## src/rtl/bkpt_pkg.sv

```systemverilog
package bkpt_pkg;

  localparam int CTRL_W = 32;

  typedef enum logic [1:0] {
    OP_INSERT = 2'b00,
    OP_DELETE = 2'b01,
    OP_CLEAR  = 2'b10,
    OP_NONE   = 2'b11
  } bkptOp_e;

  typedef enum logic [1:0] {
    ERR_OK       = 2'b00,
    ERR_NOSPACE  = 2'b01,
    ERR_NOTFOUND = 2'b10
  } bkptErr_e;

  // strobes from control to datapath
  typedef struct packed {
    logic insertEn;
    logic removeEn;
    logic clearEn;
  } slotStb_t;

  // control word assembled field by field
  function automatic logic [CTRL_W-1:0] mkCtrlWord();
    logic [CTRL_W-1:0] w;
    w      = '0;
    w[0]   = 1'b1;     // enable
    w[2:1] = 2'b11;    // privilege: all levels
    w[8:5] = 4'b1111;  // byte select: all
    return w;
  endfunction

endpackage

```

## src/rtl/bkpt_ctrl.sv

```systemverilog
module bkpt_ctrl
  import bkpt_pkg::*;
#(
  parameter int NUM_SLOTS = 6,
  parameter int CNT_W     = $clog2(NUM_SLOTS + 1)
) (
  input  logic             clk,
  input  logic             rstN,
  input  logic             cmdValid,
  input  logic [1:0]       cmdOp,
  input  logic             findHit,
  output slotStb_t         stb,
  output logic [CNT_W-1:0] countQ,
  output logic             rspDone,
  output logic [1:0]       rspErr
);

  localparam logic [CNT_W-1:0] MAX_CNT = CNT_W'(NUM_SLOTS);

  bkptOp_e  opSel;
  bkptErr_e nextErr;

  assign opSel = bkptOp_e'(cmdOp);

  always_comb begin
    stb     = '0;
    nextErr = ERR_OK;
    if (cmdValid) begin
      unique case (opSel)
        OP_INSERT: begin
          if (countQ == MAX_CNT) nextErr = ERR_NOSPACE;
          else                   stb.insertEn = 1'b1;
        end
        OP_DELETE: begin
          if (findHit) stb.removeEn = 1'b1;
          else         nextErr = ERR_NOTFOUND;
        end
        OP_CLEAR: stb.clearEn = 1'b1;
        default:  nextErr = ERR_OK;
      endcase
    end
  end

  always_ff @(posedge clk) begin
    if (!rstN) begin
      countQ  <= '0;
      rspDone <= 1'b0;
      rspErr  <= ERR_OK;
    end else begin
      rspDone <= cmdValid;
      rspErr  <= cmdValid ? nextErr : ERR_OK;
      if (stb.clearEn)       countQ <= '0;
      else if (stb.insertEn) countQ <= countQ + 1'b1;
      else if (stb.removeEn) countQ <= countQ - 1'b1;
    end
  end

  assert_count_bound_R3: assert property (@(posedge clk) disable iff (!rstN)
    countQ <= MAX_CNT);

  assert_no_overflow_R3: assert property (@(posedge clk) disable iff (!rstN)
    (cmdValid && cmdOp == 2'b00 && countQ == MAX_CNT)
      |=> (rspErr == 2'b01 && countQ == $past(countQ)));

  assert_delete_shrinks_R4: assert property (@(posedge clk) disable iff (!rstN)
    (cmdValid && cmdOp == 2'b01 && findHit) |=> (countQ == $past(countQ) - 1'b1));

  assert_missing_delete_R5: assert property (@(posedge clk) disable iff (!rstN)
    (cmdValid && cmdOp == 2'b01 && !findHit)
      |=> (rspErr == 2'b10 && $stable(countQ)));

  assert_clear_empties_R8: assert property (@(posedge clk) disable iff (!rstN)
    (cmdValid && cmdOp == 2'b10) |=> (countQ == '0));

  assert_done_follows_R9: assert property (@(posedge clk) disable iff (!rstN)
    cmdValid |=> rspDone);

endmodule

```

## src/rtl/bkpt_store.sv

```systemverilog
module bkpt_store
  import bkpt_pkg::*;
#(
  parameter int NUM_SLOTS = 6,
  parameter int VAL_W     = 64,
  parameter int SEXT_BIT  = 52,
  parameter int CNT_W     = $clog2(NUM_SLOTS + 1),
  parameter int IDX_W     = (NUM_SLOTS > 1) ? $clog2(NUM_SLOTS) : 1
) (
  input  logic              clk,
  input  logic              rstN,
  input  slotStb_t          stb,
  input  logic [CNT_W-1:0]  count,
  input  logic [VAL_W-1:0]  cmdAddr,
  input  logic [VAL_W-1:0]  pc,
  input  logic [IDX_W-1:0]  rdIdx,
  output logic              findHit,
  output logic              pcHit,
  output logic [CTRL_W-1:0] rdCtrl,
  output logic [VAL_W-1:0]  rdValue
);

  localparam int EXT_W = VAL_W - 1 - SEXT_BIT;
  localparam logic [CTRL_W-1:0] CTRL_WORD = mkCtrlWord();

  logic [CTRL_W-1:0] ctrlQ    [NUM_SLOTS];
  logic [VAL_W-1:0]  valueQ   [NUM_SLOTS];
  logic [CTRL_W-1:0] ctrlNext [NUM_SLOTS];
  logic [VAL_W-1:0]  valueNext[NUM_SLOTS];
  logic [NUM_SLOTS-1:0] slotActive, cmdMatch, pcMatch;
  logic [IDX_W-1:0] findIdx;
  logic [VAL_W-1:0] sextAddr;

  assign sextAddr = {{EXT_W{cmdAddr[SEXT_BIT]}}, cmdAddr[SEXT_BIT:0]};

  for (genvar i = 0; i < NUM_SLOTS; i++) begin : g_slot
    assign slotActive[i] = count > CNT_W'(i);
    assign cmdMatch[i]   = slotActive[i] && (valueQ[i] == cmdAddr);
    assign pcMatch[i]    = slotActive[i] && (valueQ[i] == pc);

    // source for the shift-down path
    if (i == NUM_SLOTS - 1) begin : g_top
      assign ctrlNext[i]  = '0;
      assign valueNext[i] = '0;
    end else begin : g_mid
      assign ctrlNext[i]  = ctrlQ[i+1];
      assign valueNext[i] = valueQ[i+1];
    end

    always_ff @(posedge clk) begin
      if (!rstN || stb.clearEn) begin
        ctrlQ[i]  <= '0;
        valueQ[i] <= '0;
      end else if (stb.removeEn && findIdx <= IDX_W'(i)) begin
        ctrlQ[i]  <= ctrlNext[i];
        valueQ[i] <= valueNext[i];
      end else if (stb.insertEn && count == CNT_W'(i)) begin
        ctrlQ[i]  <= CTRL_WORD;
        valueQ[i] <= sextAddr;
      end
    end

    assert_insert_words_R1: assert property (@(posedge clk) disable iff (!rstN)
      (stb.insertEn && count == CNT_W'(i))
        |=> (ctrlQ[i] == 32'h0000_01E7
             && valueQ[i][SEXT_BIT:0] == $past(cmdAddr[SEXT_BIT:0])
             && ((&valueQ[i][VAL_W-1:SEXT_BIT]) || !(|valueQ[i][VAL_W-1:SEXT_BIT]))));

    if (i < NUM_SLOTS - 1) begin : g_chk
      assert_shift_down_R4: assert property (@(posedge clk) disable iff (!rstN)
        (stb.removeEn && findIdx <= IDX_W'(i))
          |=> (valueQ[i] == $past(valueQ[i+1]) && ctrlQ[i] == $past(ctrlQ[i+1])));
    end
  end

  // lowest matching index wins
  always_comb begin
    findHit = 1'b0;
    findIdx = '0;
    for (int k = NUM_SLOTS - 1; k >= 0; k--) begin
      if (cmdMatch[k]) begin
        findHit = 1'b1;
        findIdx = IDX_W'(k);
      end
    end
  end

  assign pcHit = |pcMatch;

  always_comb begin
    rdCtrl  = '0;
    rdValue = '0;
    if (CNT_W'(rdIdx) < count) begin
      rdCtrl  = ctrlQ[rdIdx];
      rdValue = valueQ[rdIdx];
    end
  end

  assert_inactive_silent_R6: assert property (@(posedge clk) disable iff (!rstN)
    (count == '0) |-> !pcHit);

endmodule

```

## src/rtl/bkpt_pool.sv

```systemverilog
module bkpt_pool
  import bkpt_pkg::*;
#(
  parameter int NUM_SLOTS = 6,
  parameter int VAL_W     = 64,
  parameter int SEXT_BIT  = 52,
  parameter int CNT_W     = $clog2(NUM_SLOTS + 1),
  parameter int IDX_W     = (NUM_SLOTS > 1) ? $clog2(NUM_SLOTS) : 1
) (
  input  logic              clk,
  input  logic              rstN,
  input  logic              cmdValid,
  input  logic [1:0]        cmdOp,
  input  logic [VAL_W-1:0]  cmdAddr,
  input  logic [VAL_W-1:0]  pc,
  input  logic [IDX_W-1:0]  rdIdx,
  output logic              pcHit,
  output logic [CNT_W-1:0]  activeCount,
  output logic              full,
  output logic              debugActive,
  output logic              rspDone,
  output logic [1:0]        rspErr,
  output logic [CTRL_W-1:0] rdCtrl,
  output logic [VAL_W-1:0]  rdValue
);

  slotStb_t stb;
  logic     findHit;

  bkpt_ctrl #(.NUM_SLOTS(NUM_SLOTS), .CNT_W(CNT_W)) u_ctrl (
    .clk(clk), .rstN(rstN), .cmdValid(cmdValid), .cmdOp(cmdOp),
    .findHit(findHit), .stb(stb), .countQ(activeCount),
    .rspDone(rspDone), .rspErr(rspErr)
  );

  bkpt_store #(.NUM_SLOTS(NUM_SLOTS), .VAL_W(VAL_W), .SEXT_BIT(SEXT_BIT),
               .CNT_W(CNT_W), .IDX_W(IDX_W)) u_store (
    .clk(clk), .rstN(rstN), .stb(stb), .count(activeCount),
    .cmdAddr(cmdAddr), .pc(pc), .rdIdx(rdIdx), .findHit(findHit),
    .pcHit(pcHit), .rdCtrl(rdCtrl), .rdValue(rdValue)
  );

  assign full        = activeCount == CNT_W'(NUM_SLOTS);
  assign debugActive = activeCount != '0;

  assert_hit_needs_entry_R7: assert property (@(posedge clk) disable iff (!rstN)
    pcHit |-> debugActive);

  assert_full_flag_R7: assert property (@(posedge clk) disable iff (!rstN)
    full |-> (debugActive && activeCount == CNT_W'(NUM_SLOTS)));

endmodule

```

## config.mk

```make
export PLATFORM = sky130hd
export DESIGN_NAME = bkpt_pool
export DESIGN_NICKNAME = d
export VERILOG_FILES = /design/src/rtl/bkpt_pkg.sv /design/src/rtl/bkpt_ctrl.sv /design/src/rtl/bkpt_store.sv /design/src/rtl/bkpt_pool.sv
export SDC_FILE = /design/constraint.sdc
export NUM_CORES = 1
export LEC_CHECK = 0
export BUFFER_PORTS_ARGS = -buffer_cell sky130_fd_sc_hd__buf_2
export CELL_PAD_IN_SITES_DETAIL_PLACEMENT = 1
export CELL_PAD_IN_SITES_GLOBAL_PLACEMENT = 2
export CORE_MARGIN = 2
export CORE_UTILIZATION = 40
export DETAILED_ROUTE_END_ITERATION = 7
export GPL_TIMING_DRIVEN = 1
export PLACE_DENSITY_LB_ADDON = 0.1
export RECOVER_POWER = 25
export SLEW_MARGIN = 20
export SYNTH_ARGS = -nofsm -noshare
export SYNTH_HDL_FRONTEND = slang
export SYNTH_SLANG_ARGS = --single-unit
```

## constraint.sdc

```tcl
create_clock -name clk -period 12 [get_ports clk]
set_input_delay 3.6 -clock clk [delete_from_list [all_inputs] [get_ports clk]]
set_output_delay 3.6 -clock clk [all_outputs]
set_load 0.02 [all_outputs]
```

# After elaboration in Yosys (flattened, before gate mapping)
# Memories as Yosys holds them, arrays and structs flattened.
# Index checks and enable logic that the tools add are counted.
# classes
add_sub_neg	2
n_lt_le_gt_ge	13
n_eq_ne	20
muxes	93
bitwise	25
reduce_logical	33
# op_table
operator	count
64-bit 2-to-1 mux	13
64-bit equality test	12
32-bit 2-to-1 mux	13
1-bit 2-to-1 mux	56
3-bit 2-to-1 mux	9
1-bit logical AND	24
1-bit bitwise OR	24
3-bit equality test (second input constant)	3
3-bit by 2-bit equality test with 1-bit output (second input constant)	2
3-bit by 1-bit > comparator with 1-bit output (second input constant)	2
3-bit by 2-bit > comparator with 1-bit output (second input constant)	2
3-bit > comparator (second input constant)	2
3-bit by 1-bit less-or-equal comparator with 1-bit output (second input constant)	2
3-bit by 2-bit less-or-equal comparator with 1-bit output (second input constant)	2
3-bit less-or-equal comparator (second input constant)	2
6-bit OR reduction	1
2-bit case mux with 2 select lines	1
3-bit by 1-bit adder with 3-bit output (second input constant)	1
3-bit by 1-bit equality test with 1-bit output (second input constant)	1
3-bit logical NOT	1
3-bit < comparator	1
3-bit nonzero test	1
3-bit by 1-bit subtractor with 3-bit output (second input constant)	1
2-bit by 1-bit equality test with 1-bit output (second input constant)	1
other kinds (9)	9
# word_totals
ff_bits	6
ram_bits	576
input_bits	136
output_inout_bits	105
word_cells	191
n_memories	2
# memory_table
memory	depth	width	rd	rd_ports_with_merged_regs	write_ports	line	rtl
u_store.valueQ	6	64	7	0	6	bkpt_store.sv:27	logic [VAL_W-1:0] valueQ [NUM_SLOTS];
u_store.ctrlQ	6	32	6	0	6	bkpt_store.sv:26	logic [CTRL_W-1:0] ctrlQ [NUM_SLOTS];

# Longest topological paths before layout
# An unclocked memory read counts as a cell.
# depth
depth_word	18
depth_mapped	12
mapped_depth_nobuf	10

# Modules after synthesis
# A second synthesis with hierarchy kept.
# unflattened
hier_cells	2339
hier_area_um2	25335.5
# by_module_without_submodules
mod	instances	cells_each	area_each_um2
bkpt_store	1	2304	24990.2
bkpt_ctrl	1	33	329.1
bkpt_pool	1	2	16.3

# Worst setup path after synthesis
# OpenSTA, ideal clock, no wires.
# synth_path
kind	in2out
from	input rdIdx[0]
to	output rdValue[53]
arrival_ns	6.342
required_time_ns	8.400
setup_slack_ns	2.058
path_stages	6
n_path_buf	4
path_cell_list	clkbuf_1 buf_1 buf_1 mux2i_1 a211oi_1 buf_4
# synth_via
elab_chain_cells	2
elab_cells_between_ends	3
cone_classes	1 x order compare; 1 x mux; 1 x memory
# synth_rtl
element	line	rtl
start: declaration	bkpt_pool.sv:16	input logic [IDX_W-1:0] rdIdx,
memory read 6 x 64 bit / 3-bit < comparator (equally long branches)	n/a	
64-bit 2-to-1 mux (*)	bkpt_store.sv:93	if (CNT_W'(rdIdx) < count) begin
end: declaration	bkpt_pool.sv:24	output logic [VAL_W-1:0] rdValue
# Mark *: on every way between the ends. The rest lies on a longest branch, timed or not.

==> impl_metrics.json <==
{
  "hold_ws_ps": 560.5,
  "ctsHtreeMaxLevel": 2,
  "met3_wirelength_um": 21290,
  "gp_congestion": 1.146,
  "synth-edff-count": 324,
  "grt_max_degree": 62,
  "first_pass_iters": 6,
  "synthCells": 2278,
  "grt_pass1_wl_um": 207600,
  "hpwl_um": 121400,
  "io_pins": 241,
  "clockBufferDepth": 3,
  "drt_iter0_markers": 3739,
  "switchingPower_w": 0.001243,
  "overflow": 0,
  "dp.cells": 3105,
  "worstSetupEndpoint": "u_store.valueQ[1][20]",
  "crit_type": "input port to flip-flop",
  "r2r_cells": 8,
  "powerDensity_nw_per_um2": 126.5,
  "fin_util_pct": 44.63,
  "portBuffers": 215,
  "vias": 23320,
  "post_cts_resized": 0,
  "p_leak_nw": 9.939,
  "rsz0062_at_grt": "no",
  "combPwrFrac_pct": 21.8,
  "cp_data_arrival_time_ps": 11550,
  "num_rows": 91,
  "cts_tree": "yes",
  "stdcell_area_um2": 27390,
  "async_flop_share_pct": 0,
  "synth_cell_type_count": 59,
  "syn_area_um2": 24700,
  "cp_max_fo": 28,
  "setup_viol": 0,
  "max_freq_mhz": 90.09,
  "ys_warn_count": 0,
  "placed_area_um2": 26260,
  "cp.required_ps": 12440,
  "antenna_found_initial": 10,
  "die_h_um": 252.5,
  "syn_avg_cell_area_um2": 10.84,
  "drtAntennaViolNets": 0,
  "clkPwrFrac_pct": 36.0,
  "clock_skew_ps": 25.57,
  "totalWireLength_um": 158800,
  "wl_per_cell_um": 49.92,
  "cts_setup_buffers": 0,
  "violations": "max-capacitance violations, max-slew violations",
  "die_area_um2": 63760,
  "vdd_drop_max_mv": 0.1331,
  "slowest_stage": "nor2_1",
  "numClockSinks": 330,
  "drv_slew": 224,
  "max_stage_delay_ps": 2240,
  "start_util_pct": 40.25,
  "outcome": "complete, but fails checks",
  "die_w_um": 252.5,
  "drc_errors": 0,
  "fin_setup_tns_ps": 0,
  "worstSetupEndpointType": "flip-flop",
  "met1_length_um": 57390,
  "fin_crit_ps": 11100,
  "core_area_um2": 61370,
  "path_cells": "clkbuf_1 -> xor2_1 -> nor4_1 -> nand4_1 -> nor4_1 -> o21ba_1 -> nor2_1 -> buf_4 -> a22o_1",
  "r2r_setup_slack_ps": 4480,
  "synth-seq-cells": 330,
  "clkTransAtPathRegs_ps": 60,
  "final_nets": 2502,
  "ys.flop_type": "edfxtp_1",
  "viasPerCell": 7.334,
  "first_global_vias": 22130,
  "numCtsBuffers": 41,
  "cp_common_cell": "nor4_1",
  "cp-start-kind": "input port",
  "relSlewSlack_pct": -169.9,
  "synthTopCellsByArea": "edfxtp_1 39%, xor2_1 12%, xnor2_1 9.0%, a22o_1 7.6%, mux4_2 4.9%",
  "post_route_cells_drive_above_1_share_pct": 15.84,
  "p_int_w": 0.002222,
  "yosysTopAreaCellShare_pct": 39.39,
  "worst_pin_slew_ps": 4049,
  "cts_hold_buffers": 0,
  "ys_seq_area_share_pct": 39.87,
  "r2r-end": "u_store.valueQ[1][20]",
  "critPathLaunch": "cmdAddr[43]",
  "timing.rr.start": "u_store.valueQ[1][37]",
  "post-route-period-util_pct": 92.50,
  "highest_layer": "met5",
  "routed-wl-met2_um": 66670,
  "hp-class": "flip-flop to flip-flop",
  "power_frac_seq_pct": 42.3,
  "synthToLayoutAreaGrowth_pct": 10.88,
  "insertion_delay_ps": 600,
  "grtUsageTotal_pct": 48.98,
  "synth_top_area_cell": "edfxtp_1",
  "final_cells": 3180,
  "hold_viol_final": 0,
  "drv_cap": 10,
  "p_sw_share_pct": 35.88,
  "cts_root_buf": "clkbuf_16"
}
## cells by family after synthesis
| kind of cell | count (synthesis) | share of synthesized area (%) |
|---|---|---|
| compound gates | 392 | 12.50 |
| buf+inv | 276 | 5.070 |
| other cells | 1 | 0.01518 |
| xor+xnor | 597 | 21.17 |
| simple gates | 509 | 11.54 |
| mux | 165 | 9.431 |
| fa+ha+maj | 8 | 0.4052 |
| flops | 330 | 39.87 |
## how the worst min path moves through the flow
stage / cells after the start / end / from / slack (ps)
after floorplan: 1 / u_store.ctrlQ[1][7] / u_store.ctrlQ[2][7] / 520
after global placement: 1 / u_store.ctrlQ[1][7] / u_store.ctrlQ[2][7] / 530
after detailed placement: 1 / u_store.ctrlQ[0][7] / u_store.ctrlQ[1][7] / 550
after CTS: 1 / u_store.ctrlQ[0][7] / u_store.ctrlQ[1][7] / 560
after global routing: 1 / u_store.ctrlQ[2][7] / u_store.ctrlQ[3][7] / 590
final: 1 / u_store.ctrlQ[0][7] / u_store.ctrlQ[1][7] / 560
## per-layer routing
| layer | global-route usage [%] | vias to the layer above |
|---|---|---|
| li1 | - | 8675 |
| met1 | 61.59 | 11910 |
| met2 | 72.33 | 2184 |
| met3 | 16.46 | 544 |
| met4 | 30.52 | 14 |
| met5 | 0 | - |
## power groups by stage
stage               Clock (W)  Combinational (W)  Sequential, W
floorplan                   0           0.000387        0.00141
global placement            0           0.000716        0.00147
detailed placement          0           0.000716        0.00147
CTS                   0.00125           0.000720        0.00145
global route          0.00127           0.000749        0.00146
finish                0.00125           0.000755        0.00146
## metrics by stage
stage / worst slack [ps] / total power, W
3_3_place_gp: 1767 / 0.002186
4_1_cts: 2124 / 0.003416
3_5_place_dp: 2134 / 0.002189
2_1_floorplan: 2058 / 0.001798
6_report: 899.9 / 0.003465
5_1_grt: 1223 / 0.003479
## area by class of cell
| class | count | area (um^2) |
|---|---|---|
| inverter | 29 | 108.9 |
| fill | 6637 | 33980 |
| antenna | 4 | 10.01 |
| clock inverter | 23 | 201.4 |
| clock buffer | 48 | 1074 |
| sequential | 330 | 9849 |
| timing repair buffer | 260 | 1389 |
| tap | 790 | 988.4 |
| multi-input combinational | 1696 | 13770 |
## critical path, delay by kind of cell
kind	cells	cell delay, ps
compound gates	2	620
xor+xnor	1	530
buf+inv	2	1640
simple gates	4	5080
## registers in the layout, indices dropped and copies added, names as in the netlist
signal          cells
u_ctrl.rspDone      1
u_ctrl.rspErr       2
u_store.ctrlQ       6
u_store.valueQ    318
u_ctrl.countQ       3
## cells in the mapped netlist, drive strengths merged (3+ instances only)
| master | n |
|---|---|
| and2 | 53 |
| o21ai | 10 |
| xor2 | 342 |
| a21o | 5 |
| mux4 | 54 |
| a22oi | 3 |
| inv | 29 |
| nand2b | 16 |
| a22o | 215 |
| a21oi | 66 |
| nand2 | 30 |
| mux2i | 109 |
| a211oi | 54 |
| o22ai | 6 |
| o2111ai | 7 |
| or4 | 7 |
| xnor2 | 255 |
| clkbuf | 122 |
| buf | 125 |
| nand3 | 23 |
| nor3 | 19 |
| nor4 | 141 |
| ha | 8 |
| o2bb2ai | 4 |
| o21a | 3 |
| edfxtp | 324 |
| o221ai | 3 |
| dfxtp | 6 |
| nor2 | 97 |
| nand4 | 115 |
## placed cells by master (no fill, tap or decap), types with 29 or more instances in the layout
master     instances
xor2_1           341
edfxtp_1         324
xnor2_1          254
a22o_1           215
buf_2            201
nor4_1           139
nand4_1          115
mux2i_1          109
nor2_1            92
a21oi_1           66
mux4_2            54
a211oi_1          53
clkbuf_16         42
and2_1            41
buf_4             41
inv_1             29
nand2_1           29
(Power assumes the default switching activity.)
